<file path="config.mk">
export PLATFORM = sky130hd
export DESIGN_NAME = unaligned_bus_splitter
export DESIGN_NICKNAME = d
export VERILOG_FILES = /design/src/rtl/ubs_pkg.sv /design/src/rtl/ubs_cycle_pick.sv /design/src/rtl/ubs_lane_steer.sv /design/src/rtl/ubs_read_merge.sv /design/src/rtl/unaligned_bus_splitter.sv
export SDC_FILE = /design/constraint.sdc
export NUM_CORES = 1
export LEC_CHECK = 0
export BUFFER_PORTS_ARGS = -buffer_cell sky130_fd_sc_hd__buf_4
export CORE_ASPECT_RATIO = 1.2
export CORE_MARGIN = 2
export CORE_UTILIZATION = 55
export CTS_CLUSTER_SIZE = 40
export DETAILED_ROUTE_END_ITERATION = 10
export PLACE_DENSITY = 0.8
export RECOVER_POWER = 25
export SYNTH_ARGS = -nofsm -noshare
export SYNTH_HDL_FRONTEND = slang
export SYNTH_SLANG_ARGS = --single-unit
</file>
<file path="constraint.sdc">
create_clock -name clk -period 2.4 [get_ports clk]
set_input_delay 0.48 -clock clk [delete_from_list [all_inputs] [get_ports clk]]
set_output_delay 0.48 -clock clk [all_outputs]
set_load 0.005 [all_outputs]
</file>
<file path="src/rtl/ubs_pkg.sv">
package ubs_pkg;

  typedef enum logic [1:0] {
    CYC_EVEN_BYTE = 2'd0,
    CYC_ODD_BYTE  = 2'd1,
    CYC_EVEN_WORD = 2'd2
  } cyc_kind_t;

  // Largest request is a double word.
  localparam int REQ_BYTES = 4;

  function automatic logic [2:0] size_to_bytes(input logic [1:0] sz);
    case (sz)
      2'd0:    return 3'd1;
      2'd1:    return 3'd2;
      default: return 3'd4;
    endcase
  endfunction

endpackage

</file>
<file path="src/rtl/ubs_cycle_pick.sv">
module ubs_cycle_pick
  import ubs_pkg::*;
#(
  parameter int CNT_W = 3
) (
  input  logic             odd_addr,
  input  logic [CNT_W-1:0] remain,
  output cyc_kind_t        kind,
  output logic             a0,
  output logic             hbe_n,
  output logic [CNT_W-1:0] consume
);

  always_comb begin
    if (odd_addr)
      kind = CYC_ODD_BYTE;
    else if (remain >= CNT_W'(2))
      kind = CYC_EVEN_WORD;
    else
      kind = CYC_EVEN_BYTE;
    a0      = (kind == CYC_ODD_BYTE);
    hbe_n   = (kind == CYC_EVEN_BYTE);
    consume = (kind == CYC_EVEN_WORD) ? CNT_W'(2) : CNT_W'(1);
  end

endmodule

</file>
<file path="src/rtl/ubs_lane_steer.sv">
module ubs_lane_steer
  import ubs_pkg::*;
#(
  parameter int BYTE_W = 8,
  parameter int NBYTES = 4
) (
  input  cyc_kind_t                    kind,
  input  logic [$clog2(NBYTES)-1:0]    idx,
  input  logic [NBYTES*BYTE_W-1:0]     data,
  output logic [2*BYTE_W-1:0]          lanes
);

  localparam int IDX_W = $clog2(NBYTES);

  logic [BYTE_W-1:0] src [NBYTES];
  logic [IDX_W-1:0]  idx_hi;

  for (genvar b = 0; b < NBYTES; b++) begin : g_src
    assign src[b] = data[b*BYTE_W +: BYTE_W];
  end

  assign idx_hi = idx + IDX_W'(1);

  always_comb begin
    lanes = '0;
    case (kind)
      CYC_EVEN_BYTE: lanes[BYTE_W-1:0]        = src[idx];
      CYC_ODD_BYTE:  lanes[2*BYTE_W-1:BYTE_W] = src[idx];
      CYC_EVEN_WORD: lanes                    = {src[idx_hi], src[idx]};
      default:       lanes                    = '0;
    endcase
  end

endmodule

</file>
<file path="src/rtl/ubs_read_merge.sv">
module ubs_read_merge
  import ubs_pkg::*;
#(
  parameter int BYTE_W = 8,
  parameter int NBYTES = 4
) (
  input  logic                         clk,
  input  logic                         rst,
  input  logic                         clear,
  input  logic                         capture,
  input  cyc_kind_t                    kind,
  input  logic [$clog2(NBYTES)-1:0]    idx,
  input  logic [2*BYTE_W-1:0]          rdata,
  output logic [NBYTES*BYTE_W-1:0]     merged
);

  localparam int IDX_W = $clog2(NBYTES);

  logic [NBYTES*BYTE_W-1:0] acc_q;
  logic [IDX_W-1:0]         idx_hi;
  logic [BYTE_W-1:0]        rd_lo, rd_hi;

  assign idx_hi = idx + IDX_W'(1);
  assign rd_lo  = rdata[BYTE_W-1:0];
  assign rd_hi  = rdata[2*BYTE_W-1:BYTE_W];

  for (genvar b = 0; b < NBYTES; b++) begin : g_byte
    logic [BYTE_W-1:0] nb;
    always_comb begin
      nb = acc_q[b*BYTE_W +: BYTE_W];
      if (capture) begin
        if (kind == CYC_ODD_BYTE && idx == IDX_W'(b))
          nb = rd_hi;
        else if (kind != CYC_ODD_BYTE && idx == IDX_W'(b))
          nb = rd_lo;
        else if (kind == CYC_EVEN_WORD && idx_hi == IDX_W'(b))
          nb = rd_hi;
      end
    end
    assign merged[b*BYTE_W +: BYTE_W] = nb;
  end

  always_ff @(posedge clk) begin
    if (rst || clear)
      acc_q <= '0;
    else if (capture)
      acc_q <= merged;
  end

  AST_CLEAR_CAPTURE_EXCL: assert property (@(posedge clk) disable iff (rst)
    !(clear && capture));

endmodule

</file>
<file path="src/rtl/unaligned_bus_splitter.sv">
module unaligned_bus_splitter
  import ubs_pkg::*;
#(
  parameter int ADDR_W = 24,
  parameter int BYTE_W = 8
) (
  input  logic                        clk,
  input  logic                        rst,
  input  logic                        req_start,
  input  logic [ADDR_W-1:0]           req_addr,
  input  logic [1:0]                  req_size,
  input  logic                        req_write,
  input  logic [REQ_BYTES*BYTE_W-1:0] req_wdata,
  input  logic                        bus_done,
  input  logic [2*BYTE_W-1:0]         bus_rdata,
  output logic                        bus_valid,
  output logic [ADDR_W-2:0]           bus_waddr,
  output logic                        bus_a0,
  output logic                        bus_hbe_n,
  output logic                        bus_write,
  output logic [2*BYTE_W-1:0]         bus_wdata,
  output logic [REQ_BYTES*BYTE_W-1:0] rsp_rdata,
  output logic                        rsp_done
);

  localparam int REQ_W = REQ_BYTES * BYTE_W;
  localparam int IDX_W = $clog2(REQ_BYTES);
  localparam int CNT_W = $clog2(REQ_BYTES + 1);

  // Request state
  logic [ADDR_W-1:0] addr_q, nxt_addr;
  logic [CNT_W-1:0]  remain_q, nxt_remain;
  logic [IDX_W-1:0]  idx_q, nxt_idx;
  logic [REQ_W-1:0]  wdata_q, nxt_wdata;
  cyc_kind_t         kind_q;
  logic [CNT_W-1:0]  consume_q;

  logic load, step, last;

  cyc_kind_t        pick_kind;
  logic             pick_a0, pick_hbe_n;
  logic [CNT_W-1:0] pick_consume;
  logic [2*BYTE_W-1:0] steer_lanes;
  logic [REQ_W-1:0] merged;

  assign load = !bus_valid && req_start;
  assign step = bus_valid && bus_done;
  assign last = step && (remain_q == consume_q);

  always_comb begin
    nxt_addr   = addr_q;
    nxt_remain = remain_q;
    nxt_idx    = idx_q;
    nxt_wdata  = wdata_q;
    if (load) begin
      nxt_addr   = req_addr;
      nxt_remain = CNT_W'(size_to_bytes(req_size));
      nxt_idx    = '0;
      nxt_wdata  = req_wdata;
    end else if (step) begin
      nxt_addr   = addr_q + ADDR_W'(consume_q);
      nxt_remain = remain_q - consume_q;
      nxt_idx    = idx_q + IDX_W'(consume_q);
    end
  end

  // Kind and enables of the cycle to present next.
  ubs_cycle_pick #(.CNT_W(CNT_W)) u_pick (
    .odd_addr (nxt_addr[0]),
    .remain   (nxt_remain),
    .kind     (pick_kind),
    .a0       (pick_a0),
    .hbe_n    (pick_hbe_n),
    .consume  (pick_consume)
  );

  ubs_lane_steer #(.BYTE_W(BYTE_W), .NBYTES(REQ_BYTES)) u_steer (
    .kind  (pick_kind),
    .idx   (nxt_idx),
    .data  (nxt_wdata),
    .lanes (steer_lanes)
  );

  ubs_read_merge #(.BYTE_W(BYTE_W), .NBYTES(REQ_BYTES)) u_merge (
    .clk     (clk),
    .rst     (rst),
    .clear   (load),
    .capture (step),
    .kind    (kind_q),
    .idx     (idx_q),
    .rdata   (bus_rdata),
    .merged  (merged)
  );

  always_ff @(posedge clk) begin
    if (rst) begin
      bus_valid <= 1'b0;
      bus_write <= 1'b0;
      bus_a0    <= 1'b0;
      bus_hbe_n <= 1'b1;
      bus_wdata <= '0;
      rsp_done  <= 1'b0;
      rsp_rdata <= '0;
      addr_q    <= '0;
      remain_q  <= '0;
      idx_q     <= '0;
      wdata_q   <= '0;
      kind_q    <= CYC_EVEN_BYTE;
      consume_q <= CNT_W'(1);
    end else begin
      rsp_done <= last;
      if (load) begin
        bus_valid <= 1'b1;
        bus_write <= req_write;
      end else if (last) begin
        bus_valid <= 1'b0;
      end
      if (load || step) begin
        addr_q    <= nxt_addr;
        remain_q  <= nxt_remain;
        idx_q     <= nxt_idx;
        wdata_q   <= nxt_wdata;
        kind_q    <= pick_kind;
        consume_q <= pick_consume;
        bus_a0    <= pick_a0;
        bus_hbe_n <= pick_hbe_n;
        bus_wdata <= steer_lanes;
      end
      if (last && !bus_write)
        rsp_rdata <= merged;
    end
  end

  assign bus_waddr = addr_q[ADDR_W-1:1];

  AST_LANE_CODE_LEGAL: assert property (@(posedge clk) disable iff (rst)
    bus_valid |-> !(bus_a0 && bus_hbe_n));

  AST_ODD_ONLY_FIRST: assert property (@(posedge clk) disable iff (rst)
    (bus_valid && bus_a0) |-> (idx_q == '0));

  AST_HOLD_UNTIL_DONE: assert property (@(posedge clk) disable iff (rst)
    (bus_valid && !bus_done) |=> (bus_valid && $stable(bus_waddr) && $stable(bus_a0)
                                   && $stable(bus_hbe_n) && $stable(bus_wdata)));

  AST_DONE_ONE_PULSE: assert property (@(posedge clk) disable iff (rst)
    rsp_done |=> !rsp_done);

  AST_DONE_AFTER_CYCLE: assert property (@(posedge clk) disable iff (rst)
    $rose(rsp_done) |-> ($past(bus_valid && bus_done) && !bus_valid));

  AST_IDLE_DONE_IGNORED: assert property (@(posedge clk) disable iff (rst)
    (!bus_valid && !req_start) |=> (!bus_valid && !rsp_done));

  AST_DIR_STABLE: assert property (@(posedge clk) disable iff (rst)
    (bus_valid && !last) |=> $stable(bus_write));

endmodule

</file>
; After elaboration in Yosys (flattened, before gate mapping)
; Index checks and enable logic that the tools add are counted.
[totals]
regBits = 151
in_bits = 79
out_inout_bits = 76
wordCells = 103
[classes]
addsub = 5
n_lt_le_gt_ge = 3
eq_ne = 13
n_mux = 37
bitwise = 2
reduce_logical = 28
[ops]
columns = operator, count
row1 = $mux W8, 21
row2 = $mux W24, 2
row3 = $bmux W8 S2, 2
row4 = $mux W32, 1
row5 = $add A24 B3 Y24, 1
row6 = $logic_and A1 B1 Y1, 16
row7 = $pmux W8 S2, 1
row8 = $eq A2 B2 Y1 const B, 6
row9 = $eq A2 B1 Y1 const B, 5
row10 = $mux W2, 5
row11 = $logic_not A2 Y1, 4
row12 = $ge A3 B3 Y1 const B, 2
row13 = $mux W3, 2
row14 = $not A2 Y3, 2
row15 = $pmux W3 S2, 1
row16 = $add A2 B1 Y2 const B, 2
row17 = $reduce_bool A2 Y1, 2
row18 = $eq A3 B3 Y1, 1
row19 = $ge A3 B2 Y1 const B, 1
row20 = $sub A3 B3 Y3, 1
row21 = $add A2 B2 Y2, 1
row22 = $logic_not A1 Y1, 2
row23 = $logic_or A1 B1 Y1, 2
row24 = $mux W1, 2
row25 = other kinds (3), 3

; Logic depth before layout (Yosys ltp)
[depth]
depth_word = 9
mapped_depth = 10
ltp_nobuf = 9

; By module
; Synthesis repeated with hierarchy kept, for this count alone.
[unflattened]
cells_unflattened = 1032
hier_area_um2 = 7995.2
[by_module_without_submodules]
columns = mod, n_inst, cells_per_inst, area_per_inst_um2, seq_area_each_um2
row1 = unaligned_bus_splitter, 1, 666, 5156.2, 2382.3
row2 = ubs_read_merge, 1, 282, 2179.6, 640.6
row3 = ubs_lane_steer, 1, 76, 606.8, 0.0
row4 = ubs_cycle_pick, 1, 8, 52.6, 0.0

; Worst setup path before layout
; OpenSTA, ideal clock, no wires.
[synth_timing]
path_type = flip-flop to flip-flop
startpoint = register consume_q[1]
endpoint = register addr_q[23]
setup_time_ps = 70
arrival_ps = 2135
required_time_ps = 2330
slack_ps = 194
path_stages_with_launch = 9
n_path_buf = 1
period_less_slack_ps = 2206
path_cell_list = dfxtp_1 ha_1 a21oi_1 nor4_4 or3b_1 buf_2 nor3_2 mux2_2 a21oi_1
[synth_via]
elab_chain_cells = 3
[synth_rtl]
columns = element, line
row1 = from (decl), unaligned_bus_splitter.sv:36  ; logic [CNT_W-1:0] consume_q;
row2 = from (signal assigned), unaligned_bus_splitter.sv:124  ; consume_q <= pick_consume;
row3 = $add A24 B3 Y24, unaligned_bus_splitter.sv:61  ; nxt_addr = addr_q + ADDR_W'(consume_q);
row4 = $mux W24, unaligned_bus_splitter.sv:60  ; end else if (step) begin
row5 = $mux W24, unaligned_bus_splitter.sv:55  ; if (load) begin
row6 = to (signal assigned), unaligned_bus_splitter.sv:119  ; addr_q <= nxt_addr;
row7 = to (decl), unaligned_bus_splitter.sv:31  ; logic [ADDR_W-1:0] addr_q, nxt_addr;
; No other way between the ends. The select of a mux whose other input is x is not followed.
; A chain may end at the register's enable or synchronous reset.

==> out/qor.yml <==
clock_network:
  cts_setup_buffers: 0
  clk_pin_slew_ns: 0.06
  cts_tree: "built"
  cts.sinks: 148
  cts_root_buf: "clkbuf_16"
  clk_latency_ns: 0.43
  htreeDepth: 4
  cts.path.max_buffers: 2
  cts_buffers: 17
power_and_ir_drop:
  ir_drop_mv: 0.446
  p_per_area_nw_per_um2: 652
  p_leak_nw: 3.83
  totalPowerFinal_mw: 6.28
worst_hold_path:
  hold_path_class: "input pin to flop"
  holdPathStages: 3
  holdCritStartpoint: "req_wdata[18]"
  min_to: "wdata_q[18]$_SDFFE_PP0P_"
synth:
  synthArstFlopShare_pct: 0
  synth_top_flop_cell: "dfxtp_1"
  synth_edf_count: 0
  post_synth_num_cell_types: 68
  synth-seq-cells: 148
  yosysMostFrequentCell: "nand2_1"
  syn_inst: 937
  avgSynthCellArea_um2: 8.20
  syn_area_um2: 7680
  ys_seq_area_share_pct: 38.6
  synth_area_leaders: "dfxtp_1 39%, nand2_1 8.9%, a21oi_1 6.3%"
  synthTopCellsByCount: "182 x nand2_1, 148 x dfxtp_1, 96 x a21oi_1"
  yosysTopAreaCell: "dfxtp_1"
  synth_warnings: 0
  syn-num-nets: 1023
  synth_top_area_share_pct: 38.6
sta:
  maxSlewViolCount: 0
  clock_skew_ns: 0.00608
  tightest_slew_ns: 0.747
  rsz0062_at_grt: "no"
  period_minus_slack_ns: 2.29
  maxSlewHeadroom_pct: 50.2
  tns_ns: 0
  holdWs_ns: 0.295
  hold_viol_final: 0
  finalCritPeriodShare_pct: 95.5
  setup_viol: 0
  timing.fmax_mhz: 436
worst_setup_path:
  r2r_slack_ns: 0.11
  critical_path_required_ns: 2.71
  path_max_fanout: 3
  timing.rr.end: "bus_wdata[13]$_SDFFE_PP0P_"
  cp.buffers_inverters: 2
  path_cells: "inv_1 -> ha_1 -> fa_1 -> inv_1 -> a221oi_2 -> a31oi_1 -> o211ai_1 -> a21oi_1 -> a2111o_1"
  rr_worst_depth: 9
  cpMostUsedCell: "inv_1"
  crit_family: "compound AO/OA/AOI/OAI gates"
  cpPeakStageDelay_ns: 0.48
  end_kind: "flop"
  arrival_ns: 2.61
  cp-start-kind: "flop"
  crit_path_top_delay_cell: "fa_1"
  crit_type: "flop to flop"
layout:
  diodes: 0
  fill_cells: 1157
  fin_util_pct: 70.3
  drive_gt1_share_pct: 24.0
  fin_area_um2: 9630
  nNetsFinal: 1161
  syn2layout_area_growth_pct: 25.4
drt:
  routed_via_density: 6.11
  wl_per_cell_um: 17.3
  drc: 0
  ant_nets: 0
  routed_wl_um: 21800
  drt_first_iter_violations: 776
  vias: 7688
  first_pass_iters: 5
placement:
  place_hpwl_um: 15200
  portBuffers: 154
  placed_area_um2: 9050
  globalplace.congestion: 0.961
global_route:
  overflow: 0
  grt_pass1_wl_um: 35000
  antenna_found_initial: 0
  grt_pass1_vias: 7026
  grt_max_degree: 68
  grt_usage_pct: 28.8
floorplan:
  dieArea_um2: 14900
  io_pins: 155
  start_util_pct: 56.1
  core_um2: 13700
  die_w_um: 112
  num_rows: 47
  die_y_um: 133
run_status:
  status: "finished, final reports clean"
run:
  maxCapViolCount: 0
==> tightest hold or removal path, delay by kind of cell <==
kind | cells | cell delay [ns]
AOI/OAI and AO/OA | 1 | 0.05
buffers and inverters | 1 | 0.11
and+or+nand+nor | 1 | 0.04
==> how the worst max path moves through the flow <==
| stage | from | to | cells past startpoint |
|---|---|---|---|
| after global routing | bus_valid$_SDFFE_PP0P_ | bus_wdata[14]$_SDFFE_PP0P_ | 8 |
| after floorplan | consume_q[1]$_SDFFE_PP0P_ | addr_q[23]$_SDFFE_PP0P_ | 8 |
| after global placement | flop | bus_wdata[8]$_SDFFE_PP0P_ | 8 |
| after CTS | bus_valid$_SDFFE_PP0P_ | bus_wdata[15]$_SDFFE_PP0P_ | 8 |
| after detailed placement | flop | bus_wdata[8]$_SDFFE_PP0P_ | 8 |
| final | flop | bus_wdata[13]$_SDFFE_PP0P_ | 9 |
==> power by group <==
| part | internal, mW | total [mW] | switching [mW] |
|---|---|---|---|
| clock network | 1.45 | 2.59 | 1.14 |
| registers | 2.56 | 2.66 | 0.104 |
| logic | 0.462 | 1.02 | 0.558 |
| total | 4.47 | 6.28 | 1.80 |
==> kinds of logic (layout without fill, tap and decap cells) <==
logic type | count (synthesis) | after routing | share of synthesized area, %
simple gates | 349 | 349 | 21.5
compound gates | 287 | 287 | 25.4
flops | 148 | 148 | 38.6
buf+inv | 87 | 238 | 5.18
mux | 56 | 56 | 7.59
fa+ha+maj | 7 | 7 | 1.34
xor+xnor | 3 | 3 | 0.342
==> cell type report <==
class / count / area [um^2] / share of cell area [%]
Clock inverter: 15 / 149 / 1.55
Multi-Input combinational cell: 702 / 4350 / 45.2
Clock buffer: 17 / 425 / 4.42
Tap cell: 171 / 214 / 2.22
Inverter: 11 / 41.3 / 0.429
Sequential cell: 148 / 2960 / 30.8
Timing Repair Buffer: 195 / 1490 / 15.5
==> layer usage <==
metal  part of all wire, %  GRT usage [%]
met1                    41           37.4
met2                    49           48.3
met3                   7.5           4.69
met4                   2.7           10.8
met5                     0              0
==> through the flow <==
step | std cells | worst slack (ns)
6_report | 1259 | 0.108
3_5_place_dp | 1227 | 0.0938
3_3_place_gp | 1227 | 0.137
4_1_cts | 1259 | 0.0762
2_1_floorplan | 937 | 0.194
5_1_grt | 1259 | 0.00714
==> placed cells by master, fill, tap and decap left out, types with 6 or more instances in the layout <==
cell,count
mux2i_1,38
o21ai_0,26
dfxtp_1,148
mux2_2,18
nand4_1,9
o22a_1,16
nand2_1,182
o211ai_1,9
nand2b_1,13
and3_1,10
o22ai_1,10
a31oi_1,9
a2bb2oi_1,17
inv_1,11
o32ai_1,17
and2_1,35
nor3_1,9
clkbuf_16,17
nand3b_1,6
buf_4,137
a21oi_1,96
o31ai_1,9
nor2_1,42
a22oi_1,28
o221ai_1,6
a22o_1,8
clkbuf_4,52
nand3_1,11
==> timing repair <==
action                                  CTS  global route
hold buffers                              0             0
gates resized for setup                   0             5
endpoints found under the setup margin    0             8
==> registers in the layout, summed over array words and instances (netlist names), named ones only <==
name           flops
bus_a0             1
kind_q             1
bus_valid          1
bus_hbe_n          1
rsp_done           1
bus_wdata         16
consume_q          2
bus_write          1
remain_q           2
wdata_q           32
u_merge.acc_q     32
addr_q            23
rsp_rdata         32
idx_q              2
Power figures use the tool's default switching activity.
